`config.mk`:
```
export PLATFORM = sky130hd
export DESIGN_NAME = edh_pkt_parser
export DESIGN_NICKNAME = d
export VERILOG_FILES = /design/src/rtl/edh_chk_pkg.sv /design/src/rtl/edh_pkt_parser.sv
export SDC_FILE = /design/constraint.sdc
export NUM_CORES = 1
export LEC_CHECK = 0
export BUFFER_PORTS_ARGS = -buffer_cell sky130_fd_sc_hd__buf_4
export CORE_AREA = 2 2 77 153
export DETAILED_ROUTE_END_ITERATION = 6
export DIE_AREA = 0 0 79 155
export GPL_ROUTABILITY_DRIVEN = 0
export SYNTH_ARGS = -nofsm -noshare
export SYNTH_HDL_FRONTEND = slang
export SYNTH_SLANG_ARGS = --single-unit
```
`constraint.sdc`:
```
create_clock -name clk -period 3.19 [get_ports clk]
set_clock_uncertainty 0.15 [all_clocks]
set_input_delay 0.638 -clock clk [delete_from_list [all_inputs] [get_ports clk]]
set_output_delay 0.638 -clock clk [all_outputs]
set_load 0.03 [all_outputs]
```
`src/rtl/edh_chk_pkg.sv`:
```
package edh_chk_pkg;
    localparam int WORD_W = 10;
    localparam int CRC_W  = 16;
    localparam int FLAG_W = 5;

    typedef enum logic [2:0] {
        S_IDLE, S_ADF1, S_ADF2, S_DID, S_SDID, S_DC, S_UDW, S_CS
    } pstate_t;

    typedef struct packed {
        logic [CRC_W-1:0]  ap_crc;
        logic [CRC_W-1:0]  ff_crc;
        logic [FLAG_W-1:0] anc_fl;
        logic [FLAG_W-1:0] ff_fl;
        logic [FLAG_W-1:0] ap_fl;
    } edh_fields_t;
endpackage

```
`src/rtl/edh_pkt_parser.sv`:
```
module edh_pkt_parser
    import edh_chk_pkg::*;
#(
    parameter logic [7:0] EDH_DID = 8'hF4,
    parameter int         EDH_DC  = 16
) (
    input  logic              clk,
    input  logic              rst_n,
    input  logic [WORD_W-1:0] word,
    input  logic              valid,
    output logic              done,
    output logic              is_edh,
    output logic              cs_ok,
    output logic              par_bad,
    output logic              dc_bad,
    output edh_fields_t       fields
);
    localparam int CNT_W = 8;

    pstate_t           state, nxt;
    logic [8:0]        sum;
    logic [CNT_W-1:0]  cnt, idx, dc_r;
    logic              is_edh_r, par_r;
    edh_fields_t       fld_r;

    // state register
    always_ff @(posedge clk) begin
        if (!rst_n)     state <= S_IDLE;
        else if (valid) state <= nxt;
    end

    // next state
    always_comb begin
        nxt = S_IDLE;
        unique case (state)
            S_IDLE:  nxt = (word == 10'h000) ? S_ADF1 : S_IDLE;
            S_ADF1:  nxt = (word == 10'h3FF) ? S_ADF2 : ((word == 10'h000) ? S_ADF1 : S_IDLE);
            S_ADF2:  nxt = (word == 10'h3FF) ? S_DID : S_IDLE;
            S_DID:   nxt = S_SDID;
            S_SDID:  nxt = S_DC;
            S_DC:    nxt = (word[7:0] == '0) ? S_CS : S_UDW;
            S_UDW:   nxt = (cnt == CNT_W'(1)) ? S_CS : S_UDW;
            S_CS:    nxt = S_IDLE;
            default: nxt = S_IDLE;
        endcase
    end

    // packet data path
    always_ff @(posedge clk) begin
        if (!rst_n) begin
            sum <= '0; cnt <= '0; idx <= '0; dc_r <= '0;
            is_edh_r <= 1'b0; par_r <= 1'b0; fld_r <= '0;
        end else if (valid) begin
            unique case (state)
                S_DID: begin
                    is_edh_r <= (word[7:0] == EDH_DID);
                    sum      <= word[8:0];
                    par_r    <= 1'b0;
                end
                S_SDID: sum <= sum + word[8:0];
                S_DC: begin
                    sum  <= sum + word[8:0];
                    cnt  <= word[7:0];
                    dc_r <= word[7:0];
                    idx  <= '0;
                end
                S_UDW: begin
                    sum <= sum + word[8:0];
                    cnt <= cnt - CNT_W'(1);
                    idx <= idx + CNT_W'(1);
                    if (is_edh_r) begin
                        if ((word[8] != ^word[7:0]) || (word[9] == word[8])) par_r <= 1'b1;
                        case (idx)
                            8'd0: fld_r.ap_crc[7:0]  <= word[7:0];
                            8'd1: fld_r.ap_crc[15:8] <= word[7:0];
                            8'd2: fld_r.ff_crc[7:0]  <= word[7:0];
                            8'd3: fld_r.ff_crc[15:8] <= word[7:0];
                            8'd4: fld_r.anc_fl       <= word[4:0];
                            8'd5: fld_r.ff_fl        <= word[4:0];
                            8'd6: fld_r.ap_fl        <= word[4:0];
                            default: ;
                        endcase
                    end
                end
                default: ;
            endcase
        end
    end

    always_comb begin
        done    = valid && (state == S_CS);
        is_edh  = is_edh_r;
        cs_ok   = (word[8:0] == sum) && (word[9] == ~word[8]);
        par_bad = par_r;
        dc_bad  = (dc_r != CNT_W'(EDH_DC));
        fields  = fld_r;
    end

    // the DID state is entered only from the second 3FF of the flag
    p_did_after_adf_r11: assert property (@(posedge clk) disable iff (!rst_n)
        (state == S_DID) |-> ($past(state) == S_ADF2));
endmodule

```
==> summary.txt, run 1 <==
Outcome
  • Outcome: complete, no violations

Critical path
  • Worst path arrival time: about 1.9 ns
  • Critical Path Fanout Max: 14
  • R2r startpoint: state[1]
  • Kind of end point of the critical path: output port
  • Kind of critical path: input port to output port
  • Element type at the critical path start: input port
  • Critical path data required time: approximately 2.4 ns
  • Start point of the critical path: word[2]

Synth
  • Post-synth EDFFs: 0
  • Number of warnings issued by yosys: 0
  • Synthesized area: about 0.0044 sq mm
  • Mean cell area of the mapped netlist: around 9 sq um
  • Seq/Total Area, Yosys: 38.9%
  • Unique masters post-synth: 64
  • Synth Flop Type: dfxtp_1
  • Share of flip-flops with an asynchronous set or reset: 0%
  • Number of nets produced by synthesis: approximately 540
  • Number of cells produced by synthesis: 500
  • Yosys reg bits: 85

Timing
  • Unrepaired setup endpoints after global routing: no
  • Maximum clock rate: approximately 370 MHz
  • Relative slew slack: approximately three fifths
  • Portion of the clock cycle consumed by the worst path in the final layout: ~84%
  • Minimum clock period: about 2.7 ns
  • Setup violation total in the final timing report: 0
  • Max-slew violation count: 0
  • Setup_tns: 0 ns
  • Worst-Margin Slew: between 0.5 and 0.6 ns
  • Setup slack of the critical path after layout: 0.511 ns
  • Worst hold margin: 0.303 ns
  • Final number of hold-violating endpoints: 0

Placed design
  • I/O Buffers: 64
  • Area after DPL: 0.00489 sq mm
  • Placed cell count: 681
  • Setup WS pre-CTS: 0.552 ns
  • Half-perimeter wire length after detailed placement: approximately 7.8 mm

Finish
  • Non-filler cells, final: 697
  • Highest-count cells in the layout ignoring fill and taps: dfxtp_1, nor2_1, buf_4
  • Final instance area: 0.00520 sq mm
  • Antenna Cells: 0
  • Total number of nets in the final design: 589
  • Proportion of layout cells with a drive suffix above 1: 17.7%
  • Most frequent standard cell in the layout excluding fill and tap cells: dfxtp_1
  • Fin util: ~47%
  • Area added between synthesis and finish: 19.0%

Job
  • Max Cap Viol: 0

Clocking
  • TritonCTS clock tree: done
  • Number of H-tree levels: 3
  • Clock edge transition at the registers on the reported setup and hold paths: 0.06 ns
  • Clock buffer depth: 2
  • Count of instances resized after the clock tree is built: 0
  • Number of CTS-inserted buffers: 9
  • Root buffer cell: clkbuf_16
  • Number of hold buffers added after cts: 0
  • Post-CTS setup repair buffer count: 0
  • Insertion delay of the later-clocked pin in the worst-skew pair: around 0.35 ns
  • Sink Count: 85

Routing
  • Remaining routing DRC violations: 0
  • Detailed-route vias per instance: approximately 5.3
  • Antenna viol nets, final: 0
  • Number of design-rule violations left by the first detailed-router iteration: 209
  • Pre-Repair DR Iteration Count: 4
  • Total vias in the final route: 3709
  • Routed WL: 11.1 mm
  • Wire length per cell: 15.9 um

Global route
  • Number of antenna violations at the first check in global routing: 0
  • Vias in the first global route: 3472
  • Total congestion overflow after global routing: 0
  • Largest net degree at the start of global routing: 32
  • Overall track demand over capacity in global routing: 18.7%
  • First-pass GRT wire length: 17.9 mm

Die
  • Floorplan core area: between 0.01 and 0.015 sq mm
  • Vert. Die Dim: 155 um
  • Overall die area: 0.0122 sq mm
  • Count of pins on the block boundary: 65
  • Die boundary width: 79 um
  • Starting Density: 39.2%
  • Cell row count: 55

Power
  • Pwr per Cell Area: 441 mW/mm^2
  • Static leakage: 2.17 nW
  • Overall power consumption: ~2.3 mW
  • Highest ir drop seen on vdd: 304 uV

Min path
  • Hold Path Class: flip-flop to flip-flop
  • Startpoint of the lowest-slack hold path: dc_r[2]
-- kinds of logic after synthesis --
family                   count (synthesis)  synth area share, %
AO/OA/AOI/OAI                           95                 13.7
buffers and inverters                   51                 5.87
multiplexers                            48                 11.0
flip-flops                              85                 38.9
XOR/XNOR                                13                 2.60
AND/OR/NAND/NOR                        182                 20.3
adder cells (fa/ha/maj)                 26                 7.61
-- metal layers --
layer	global-route usage, %	vias up	wire [um]
li1	-	1851	-
met1	24.1	1742	4920
met2	30.5	100	5400
met3	3.83	16	537
met4	6.81	0	221
met5	0	-	0
-- flip-flops by register name, indices dropped and copies added (netlist names) --
signal   count
fields      47
state        3
sum          9
par_bad      1
is_edh       1
idx          8
dc_r         8
cnt          8
-- power breakdown --
| group | internal [mW] | switching, mW | total [mW] |
|---|---|---|---|
| clock network | 0.626 | 0.476 | 1.10 |
| registers | 1.06 | 0.00200 | 1.06 |
| logic | 0.0442 | 0.0838 | 0.128 |
| total | 1.73 | 0.562 | 2.29 |
-- worst paths after layout --
path / to / slack (ns) / depth (start not counted)
worst max-delay path: cs_ok / 0.51 / 5
worst min-delay path: dc_r[2] / 0.30 / 2
worst max register to register: fields[18] / 0.68 / 5
worst min register to register: dc_r[2] / 0.30 / 2
-- synth_stat cells (8+ instances only) --
cell type	count	area (sq um)
nor2_1	82	308
dfxtp_1	85	1700
inv_1	21	78.8
nand3_1	12	60.1
ha_1	25	313
o21ai_0	15	75.1
buf_2	9	45.0
xor2_1	8	70.1
mux2i_1	48	480
clkbuf_1	11	41.3
a21oi_1	38	190
nand2_1	39	146
-- worst max-delay path, stage by stage --
cell and delay (ns):
buf_4 0.18, ha_1 0.37, nor4_1 0.29, and4b_1 0.25, buf_4 0.16
-- layout make-up --
type / instances / area (sq um)
Clock buffer: 9 / 225
Clock inverter: 7 / 87.6
Fill cell: 1124 / 5940
Inverter: 21 / 78.8
Multi-Input combinational cell: 364 / 2410
Sequential cell: 85 / 1700
Tap cell: 142 / 178
Timing Repair Buffer: 69 / 518
(Power assumes the default switching activity.)
==> run 2: changes to the inputs <==
==> constraint.sdc (replaced) <==
create_clock -name clk -period 2.5 [get_ports clk]
set_clock_uncertainty 0.15 [all_clocks]
set_input_delay 0.5 -clock clk [delete_from_list [all_inputs] [get_ports clk]]
set_output_delay 0.5 -clock clk [all_outputs]
set_load 0.03 [all_outputs]
==> summary.txt, run 2 (synthesized netlist as in run 1, its figures left out) <==
Outcome
  • Outcome: complete, no violations

Critical path
  • Kind of end point of the critical path: output port
  • Kind of critical path: flip-flop to output port
  • Destination of the worst register-to-register timing path: sum[5]
  • Depth of the worst register-to-register path: 5
  • Critical path data required time: 1.85 ns
  • R2r startpoint: state[2]
  • Endpoint of the most critical setup path: cs_ok
  • Critical Path Fanout Max: 6
  • Worst path arrival time: roughly 1.7 ns
  • Worst R2R Setup Slack: roughly 0.34 ns
  • Start point of the critical path: sum[5]
  • Element type at the critical path start: flip-flop

Routing
  • Wire length per cell: 15.7 um
  • Routed WL: 11.1 mm
  • Highest signal layer in the routed design: met4
  • Met1 Routed Length: 5.00 mm
  • Routed met2 length: 5.40 mm
  • Antenna viol nets, final: 0
  • Detailed-route vias per instance: 5.24
  • Remaining routing DRC violations: 0
  • Pre-Repair DR Iteration Count: 4
  • Number of design-rule violations left by the first detailed-router iteration: just under 200
  • Total vias in the final route: 3722
  • Wire length on met3: 603 um

Clocking
  • Clock buffer depth: 2
  • Number of CTS-inserted buffers: 9
  • TritonCTS clock tree: done
  • Post-CTS setup repair buffer count: 0
  • Insertion delay of the later-clocked pin in the worst-skew pair: 0.34 ns
  • Count of instances resized after the clock tree is built: 0
  • Number of H-tree levels: 3
  • Root buffer cell: clkbuf_16
  • Number of hold buffers added after cts: 0
  • Clock edge transition at the registers on the reported setup and hold paths: 0.07 ns
  • Sink Count: 85

Global route
  • Total congestion overflow after global routing: 0
  • Largest net degree at the start of global routing: 62
  • First-pass GRT wire length: 18.5 mm
  • Number of antenna violations at the first check in global routing: 0
  • Vias in the first global route: around 3600
  • Overall track demand over capacity in global routing: 19.1%

Timing
  • Relative slew slack: 66.4%
  • Minimum clock period: 2.37 ns
  • Setup slack of the critical path after layout: 0.133 ns
  • Setup_tns: 0 ns
  • Final number of hold-violating endpoints: 0
  • Setup violation total in the final timing report: 0
  • Max-slew violation count: 0
  • Unrepaired setup endpoints after global routing: no
  • Maximum clock rate: between 400 and 500 MHz
  • Worst-Margin Slew: around 0.5 ns
  • Portion of the clock cycle consumed by the worst path in the final layout: 94.7%

Placed design
  • Placed cell count: between 600 and 700
  • Setup WS pre-CTS: 0.215 ns
  • I/O Buffers: 64
  • Half-perimeter wire length after detailed placement: about 8 mm

Finish
  • Most frequent standard cell in the layout excluding fill and tap cells: dfxtp_1
  • Total number of nets in the final design: 602
  • Fin util: between 40% and 50%
  • Fillers: 1100
  • Area added between synthesis and finish: 21.9%
  • Antenna Cells: 0
  • Non-filler cells, final: between 700 and 800
  • Proportion of layout cells with a drive suffix above 1: 19.5%
  • Highest-count cells in the layout ignoring fill and taps: dfxtp_1, nor2_1, buf_4
  • Max reg flops: 47

Die
  • Count of pins on the block boundary: 65
  • Starting Density: between 30 and 40%
  • Floorplan core area: 0.0111 sq mm
  • Cell row count: 55
  • Vert. Die Dim: 155 um
  • Die boundary width: between 70 and 80 um
  • Overall die area: 0.0122 sq mm

Power
  • Overall power consumption: 3.00 mW
  • Highest ir drop seen on vdd: 379 uV
  • Pwr per Cell Area: between 500 and 600 mW/mm^2
  • Static leakage: 2.26 nW

Min path
  • Hold Path Stages: 3
  • Hold Path Class: input port to flip-flop

Job
  • Max Cap Viol: 0
==> run 2: changes by cell type in the layout (fill, tap and decap cells not counted) <==
cell	change
inv_8	-1
clkinv_4	+1
buf_4	+12
buf_12	+1
clkinvlp_4	-2
clkinv_2	+1
bufinv_16	+1
==> run 2: metrics by stage <==
step	instance area (sq um)	hold slack, ns
6_report	5330	0.292
5_1_grt	5330	0.317
4_1_cts	5330	0.287
3_5_place_dp	5000	0.296
3_3_place_gp	5000	0.295
2_1_floorplan	4370	0.282
==> run 2: layout make-up <==
| cell class | instances | area [sq um] | area share [%] |
|---|---|---|---|
| clock buffers | 9 | 225 | 4.22 |
| inverters | 21 | 78.8 | 1.48 |
| flip-flops and latches | 85 | 1700 | 31.9 |
| well taps | 142 | 178 | 3.33 |
| clock inverters | 7 | 105 | 1.97 |
| repair buffers | 82 | 628 | 11.8 |
| multi-input cells | 364 | 2410 | 45.3 |
==> run 2: power breakdown <==
group / internal, mW / leakage, nW / switching (mW)
registers: 1.35 / 0.684 / 0.00227
logic: 0.0647 / 1.41 / 0.110
clock network: 0.893 / 0.164 / 0.580
==> run 2: worst max-delay path, cell delays in order (launching register included) <==
cell,delay [ns]
dfxtp_1,0.34
ha_1,0.37
nor4_1,0.28
and4b_1,0.23
buf_4,0.16
==> run 2: worst min-delay path by stage <==
stage | startpoint | endpoint
2_1_floorplan | dc_r[4] | dc_r[4]
3_3_place_gp | dc_r[6] | dc_r[6]
3_5_place_dp | dc_r[6] | dc_r[6]
4_1_cts | word[6] | fields[21]
5_1_grt | word[6] | fields[21]
6_report | word[6] | fields[21]
==> run 2: routing by layer <==
metal / vias to the layer above / global-route usage, %
met3: 11 / 4.00
met4: 0 / 6.08
li1: 1878 / -
met1: 1746 / 25.7
met5: - / 0
met2: 87 / 30.5
